`src/rtl/nbr_rx9_pkg.sv`:
```
package nbr_rx9_pkg;
    localparam int PAYLOAD_W = 8;
    localparam int FRAME_BITS = PAYLOAD_W + 1;

    typedef enum logic [2:0] {
        S_IDLE,
        S_START,
        S_DATA,
        S_STOP,
        S_RECOVER
    } rx_state_t;

    typedef struct packed {
        logic [PAYLOAD_W-1:0] payload;
        logic                 ninth;
        logic                 ferr;
    } rx_char_t;
endpackage

```
`src/rtl/nbr_tick_gen.sv`:
```
module nbr_tick_gen #(
    parameter int DIV_W = 16
) (
    input  logic             clk,
    input  logic             rst_n,
    input  logic [DIV_W-1:0] div,
    output logic             tick
);
    logic [DIV_W-1:0] cnt_q;

    always_ff @(posedge clk or negedge rst_n) begin
        if (!rst_n) begin
            cnt_q <= '0;
            tick  <= 1'b0;
        end else if (cnt_q >= div) begin
            cnt_q <= '0;
            tick  <= 1'b1;
        end else begin
            cnt_q <= cnt_q + 1'b1;
            tick  <= 1'b0;
        end
    end
endmodule

```
`src/rtl/nbr_frame_fsm.sv`:
```
module nbr_frame_fsm
    import nbr_rx9_pkg::*;
#(
    parameter int OVS = 16
) (
    input  logic     clk,
    input  logic     rst_n,
    input  logic     tick,
    input  logic     rx_raw,
    output logic     done,
    output rx_char_t char_out
);
    localparam int CNT_W  = $clog2(OVS);
    localparam int HALF   = OVS / 2;
    localparam int BCNT_W = $clog2(FRAME_BITS + 1);

    rx_state_t            state_q, state_d;
    logic [CNT_W-1:0]     tcnt_q, tcnt_d;
    logic [BCNT_W-1:0]    bcnt_q, bcnt_d;
    logic [FRAME_BITS-1:0] shift_q, shift_d;
    logic [1:0]           sync_q;
    logic                 rx_s;
    logic                 done_d, ferr_d;

    assign rx_s = sync_q[1];

    // state register
    always_ff @(posedge clk or negedge rst_n) begin
        if (!rst_n) begin
            state_q <= S_IDLE;
            tcnt_q  <= '0;
            bcnt_q  <= '0;
            shift_q <= '0;
            sync_q  <= 2'b11;
        end else begin
            state_q <= state_d;
            tcnt_q  <= tcnt_d;
            bcnt_q  <= bcnt_d;
            shift_q <= shift_d;
            sync_q  <= {sync_q[0], rx_raw};
        end
    end

    // next-state logic
    always_comb begin
        state_d = state_q;
        tcnt_d  = tcnt_q;
        bcnt_d  = bcnt_q;
        shift_d = shift_q;
        done_d  = 1'b0;
        ferr_d  = 1'b0;
        unique case (state_q)
            S_IDLE: begin
                tcnt_d = '0;
                bcnt_d = '0;
                if (tick && !rx_s) state_d = S_START;
            end
            S_START: begin
                if (tick) begin
                    if (tcnt_q == CNT_W'(HALF - 1)) begin
                        tcnt_d  = '0;
                        state_d = rx_s ? S_IDLE : S_DATA;
                    end else begin
                        tcnt_d = tcnt_q + 1'b1;
                    end
                end
            end
            S_DATA: begin
                if (tick) begin
                    if (tcnt_q == CNT_W'(OVS - 1)) begin
                        tcnt_d  = '0;
                        shift_d = {rx_s, shift_q[FRAME_BITS-1:1]};
                        bcnt_d  = bcnt_q + 1'b1;
                        if (bcnt_q == BCNT_W'(FRAME_BITS - 1)) state_d = S_STOP;
                    end else begin
                        tcnt_d = tcnt_q + 1'b1;
                    end
                end
            end
            S_STOP: begin
                if (tick) begin
                    if (tcnt_q == CNT_W'(OVS - 1)) begin
                        tcnt_d  = '0;
                        done_d  = 1'b1;
                        ferr_d  = !rx_s;
                        state_d = rx_s ? S_IDLE : S_RECOVER;
                    end else begin
                        tcnt_d = tcnt_q + 1'b1;
                    end
                end
            end
            S_RECOVER: begin
                if (rx_s) state_d = S_IDLE;
            end
            default: state_d = S_IDLE;
        endcase
    end

    // outputs
    always_ff @(posedge clk or negedge rst_n) begin
        if (!rst_n) begin
            done     <= 1'b0;
            char_out <= '0;
        end else begin
            done <= done_d;
            if (done_d) begin
                char_out.payload <= shift_q[PAYLOAD_W-1:0];
                char_out.ninth   <= shift_q[FRAME_BITS-1];
                char_out.ferr    <= ferr_d;
            end
        end
    end
endmodule

```
`src/rtl/nbr_hold_reg.sv`:
```
module nbr_hold_reg
    import nbr_rx9_pkg::*;
(
    input  logic                 clk,
    input  logic                 rst_n,
    input  logic                 done,
    input  rx_char_t             char_in,
    input  logic                 filter_en,
    input  logic                 rd_ready,
    output logic                 rd_valid,
    output logic [PAYLOAD_W-1:0] rd_data,
    output logic                 rd_is_addr,
    output logic                 rd_frame_err,
    output logic                 rd_overrun
);
    logic accept, take;

    assign accept = done && (!filter_en || char_in.ninth);
    assign take   = rd_valid && rd_ready;

    always_ff @(posedge clk or negedge rst_n) begin
        if (!rst_n) begin
            rd_valid     <= 1'b0;
            rd_data      <= '0;
            rd_is_addr   <= 1'b0;
            rd_frame_err <= 1'b0;
            rd_overrun   <= 1'b0;
        end else if (accept && rd_valid && !take) begin
            rd_overrun <= 1'b1;
        end else if (accept) begin
            rd_valid     <= 1'b1;
            rd_data      <= char_in.payload;
            rd_is_addr   <= char_in.ninth;
            rd_frame_err <= char_in.ferr;
            rd_overrun   <= 1'b0;
        end else if (take) begin
            rd_valid     <= 1'b0;
            rd_frame_err <= 1'b0;
            rd_overrun   <= 1'b0;
        end
    end
endmodule

```
`src/rtl/nbr_uart_rx9.sv`:
```
module nbr_uart_rx9
    import nbr_rx9_pkg::*;
#(
    parameter int DIV_W = 16,
    parameter int OVS   = 16
) (
    input  logic             clk,
    input  logic             rst_n,
    input  logic [DIV_W-1:0] baud_div,
    input  logic             rx_in,
    input  logic             filter_en,
    input  logic             rd_ready,
    output logic             rd_valid,
    output logic [7:0]       rd_data,
    output logic             rd_is_addr,
    output logic             rd_frame_err,
    output logic             rd_overrun
);
    logic     tick;
    logic     fsm_done;
    rx_char_t fsm_char;

    nbr_tick_gen #(.DIV_W(DIV_W)) u_tick (
        .clk  (clk),
        .rst_n(rst_n),
        .div  (baud_div),
        .tick (tick)
    );

    nbr_frame_fsm #(.OVS(OVS)) u_fsm (
        .clk     (clk),
        .rst_n   (rst_n),
        .tick    (tick),
        .rx_raw  (rx_in),
        .done    (fsm_done),
        .char_out(fsm_char)
    );

    nbr_hold_reg u_hold (
        .clk         (clk),
        .rst_n       (rst_n),
        .done        (fsm_done),
        .char_in     (fsm_char),
        .filter_en   (filter_en),
        .rd_ready    (rd_ready),
        .rd_valid    (rd_valid),
        .rd_data     (rd_data),
        .rd_is_addr  (rd_is_addr),
        .rd_frame_err(rd_frame_err),
        .rd_overrun  (rd_overrun)
    );
endmodule

```
`config.mk`:
```
export PLATFORM = sky130hd
export DESIGN_NAME = nbr_uart_rx9
export DESIGN_NICKNAME = d
export VERILOG_FILES = /design/src/rtl/nbr_rx9_pkg.sv /design/src/rtl/nbr_tick_gen.sv /design/src/rtl/nbr_frame_fsm.sv /design/src/rtl/nbr_hold_reg.sv /design/src/rtl/nbr_uart_rx9.sv
export SDC_FILE = /design/constraint.sdc
export NUM_CORES = 1
export LEC_CHECK = 0
export BUFFER_PORTS_ARGS = -buffer_cell sky130_fd_sc_hd__buf_2
export CAP_MARGIN = 30
export CORE_MARGIN = 4
export CORE_UTILIZATION = 50
export CTS_CLUSTER_DIAMETER = 150
export DETAILED_ROUTE_END_ITERATION = 8
export HOLD_SLACK_MARGIN = 0.08
export PLACE_DENSITY = 0.69
export SYNTH_ARGS = -nofsm -noshare
export SYNTH_HDL_FRONTEND = slang
export SYNTH_SLANG_ARGS = --single-unit
export TNS_END_PERCENT = 20
```
`constraint.sdc`:
```
create_clock -name clk -period 3.3 [get_ports clk]
set_input_delay 0.66 -clock clk [delete_from_list [all_inputs] [get_ports clk]]
set_output_delay 0.66 -clock clk [all_outputs]
set_load 0.1 [all_outputs]
```
==> impl_results.md <==
- Outcome: complete, no violations
- DP Area: 3438 um^2
- Num ports: 33
- Die X: 88.18 um
- Placed insts: 382
- Layout Skew: 0.009255 ns
- Die area: 7776 um^2
- Clk root buf: clkbuf_8
- Crit start category: input pin
- CTS tree: built
- Die height: 88.18 um
- Max FO, Critical Path: 17
- Syn Std Cell Area: roughly 3200 um^2
- Post-route worst setup slack: 1.184 ns
- Fillers: 517
- Number of global-route vias before repair: 2205
- Hold Slack: 0.2408 ns
- Initial antenna violation count: 0
- Final instance area: between 3000 and 4000 um^2
- Max-capacitance violation count: 0
- Initial Utilization: 52.73%
- Grt ovf: 0
- Post-CTS Repair Setup Buffers: 0
- Tmin final: 2.116 ns
- Pwr per Cell Area: around 460 nW/um^2
- Cells after Synth: 282
- Clk buf depth: 2
- Wire per inst: about 14 um
- Ys flop type: dfrtp_1
- Setup violations, final: 0
- Number of port buffers: 32
- Required @ worst endpoint: 3.50 ns
- Netlist cell types: 49
- Yosys warns: 0
- DRT Pass-1 Iters: 4
- Hold Violations, Final: 0
- Fin. max-slew vios: 0
- Post-Place Worst Slack: 0.8310 ns
- Area share of the largest cell type after synthesis: 46.71%
- Routability congestion estimate from global placement: 0.7962
- First-pass GRT wire length: just under 10000 um
- VDD IR max: approximately 0.32 mV
- Most common cell in the netlist: dfrtp_1
- Layout area overhead: 12.88%
- Synthesized flop and latch total: 62
- Finished Layout Cells: 398
- Final wirelength: 5413 um
- Detailed Route Iter0 Violations: 98
- Syn Area/Cell: 11.40 um^2
- Ant diodes: 0
- DPL Wire Length: 3966 um
- Sequential Area: 1554 um^2
- Slew @ Worst Pin: 0.5483 ns
- Via density: 5.482
- Worst-path clk slew: 0.07 ns
- Via count: 2182
- Hold crit path type: input pin to asynchronous set/reset pin
- Final setup TNS: 0 ns
- TritonCTS Buffers: 9
- Sequential-to-total area share from yosys stat: 48.35%
- Row count: 28
- Largest cells by area after synthesis: dfrtp_1 (47%), mux2_2 (9.5%), ha_1 (7.8%)
- Static Leak: roughly 1.9 nW
- All-layer global routing usage: 16.34%
- H-tree Lvls: 3
- Unrepaired setup endpoints after global routing: false
- Peak Freq: between 0.4 and 0.5 GHz
- Period Utilization, post-route: about 64%
- EDFF count, synth: 0
- Worst path arrival time: 2.32 ns
- Antenna-violating nets left: 0
- Syn_nets: ~320
- Commonest cells post-synth: dfrtp_1 (60), mux2_2 (27), inv_1 (26)
- Post-route DRC: 0
- Ys async rst share: 100.0%
- Share of post-route cells with drive strength above 1: between 20% and 30%
- Crit path kind: input pin to register
- Core Area: 6096 um^2
- Clock sinks: 62
- Hold-fix buffers, CTS: 0
- Total Power: 1.683 mW
- Layout Nets: 359
- Post-synth top area cell: dfrtp_1
- Worst skew pair latency: 0.34 ns
- CTS resizes: 0
- Worst Setup End Kind: register
- Max_slew headroom: 63.34%
- Final Util: 59.52%
- Multi-input logic area: 1503 um^2
- Largest net degree at the start of global routing: 26
[path summary, 6_finish.rpt]
kind	start	to	slack [ns]	cells past startpoint
setup / recovery	baud_div[15]	u_tick.cnt_q[15]	1.18	8
hold / removal	rst_n	u_tick.cnt_q[1]	0.24	1
setup reg to reg	u_tick.cnt_q[0]	u_tick.tick	1.19	7
hold reg to reg	u_fsm.sync_q[0]	u_fsm.sync_q[1]	0.36	0
max in group asynchronous	rst_n	u_fsm.sync_q[0]	2.39	2
min in group clk	u_fsm.sync_q[0]	u_fsm.sync_q[1]	0.36	0
[registers in the layout (all words and copies together), names as in the netlist]
| name | cells |
|---|---|
| u_fsm.bcnt_q | 4 |
| u_fsm.char_out | 10 |
| u_fsm.done | 1 |
| u_fsm.shift_q | 9 |
| u_fsm.state_q | 3 |
| u_fsm.sync_q | 2 |
| u_fsm.tcnt_q | 4 |
| u_hold.rd_data | 8 |
| u_hold.rd_frame_err | 1 |
| u_hold.rd_is_addr | 1 |
| u_hold.rd_overrun | 1 |
| u_hold.rd_valid | 1 |
| u_tick.cnt_q | 16 |
| u_tick.tick | 1 |
[routing by layer]
layer	track usage (%)	routed length, um	vias up
met5	0	0	-
met4	5.769	64	0
met3	6.209	216	10
met2	24.61	2541	37
met1	21.60	2590	1048
li1	-	-	1087
[report_power, final]
group	switching, mW	leakage (nW)	internal (mW)
Sequential	0.0615	0.847	0.801
Clock	0.285	0.100	0.347
Combinational	0.0961	0.917	0.0922
Total	0.442	1.86	1.24
[cell type report]
cell class | count | area share, %
inverter | 26 | 2.690
sequential | 62 | 42.83
timing repair buffer | 36 | 5.241
clock buffer | 10 | 3.517
clock inverter | 6 | 1.724
tap | 75 | 2.586
multi-input combinational | 183 | 41.41
[worst max-delay path: stages]
cell	delay (ns)
buf_2	0.07
inv_1	0.03
ha_1	0.32
nand4_2	0.14
or3_4	0.44
o32ai_4	0.27
buf_4	0.29
a211oi_1	0.08
[placed cells by master, fill, tap and decap left out, types with 3 or more instances in the layout]
cell type   n
a21oi_1     7
a32o_1      4
and3_1      4
buf_2      32
buf_4       4
clkbuf_8    9
clkinv_2    3
dfrtp_1    60
ha_1       20
inv_1      26
mux2_2     27
mux2i_1     4
nand2_1    18
nand2b_1    3
nand3_1    10
nand4_1     6
nor2_1      7
nor3_1      8
nor3_2     10
o21a_1      3
o21ai_0     6
xnor2_1     8
xor2_1      7
[cells by family (layout without fill, tap and decap cells)]
family,Yosys count,in the layout,share of synthesized area (%)
compound gates,33,33,8.213
xor+xnor,15,15,4.087
fa+ha+maj,20,20,7.785
buf+inv,37,78,4.904
flops,62,62,48.35
mux,31,31,10.70
simple gates,84,84,15.96
Power figures use the tool's default switching activity.
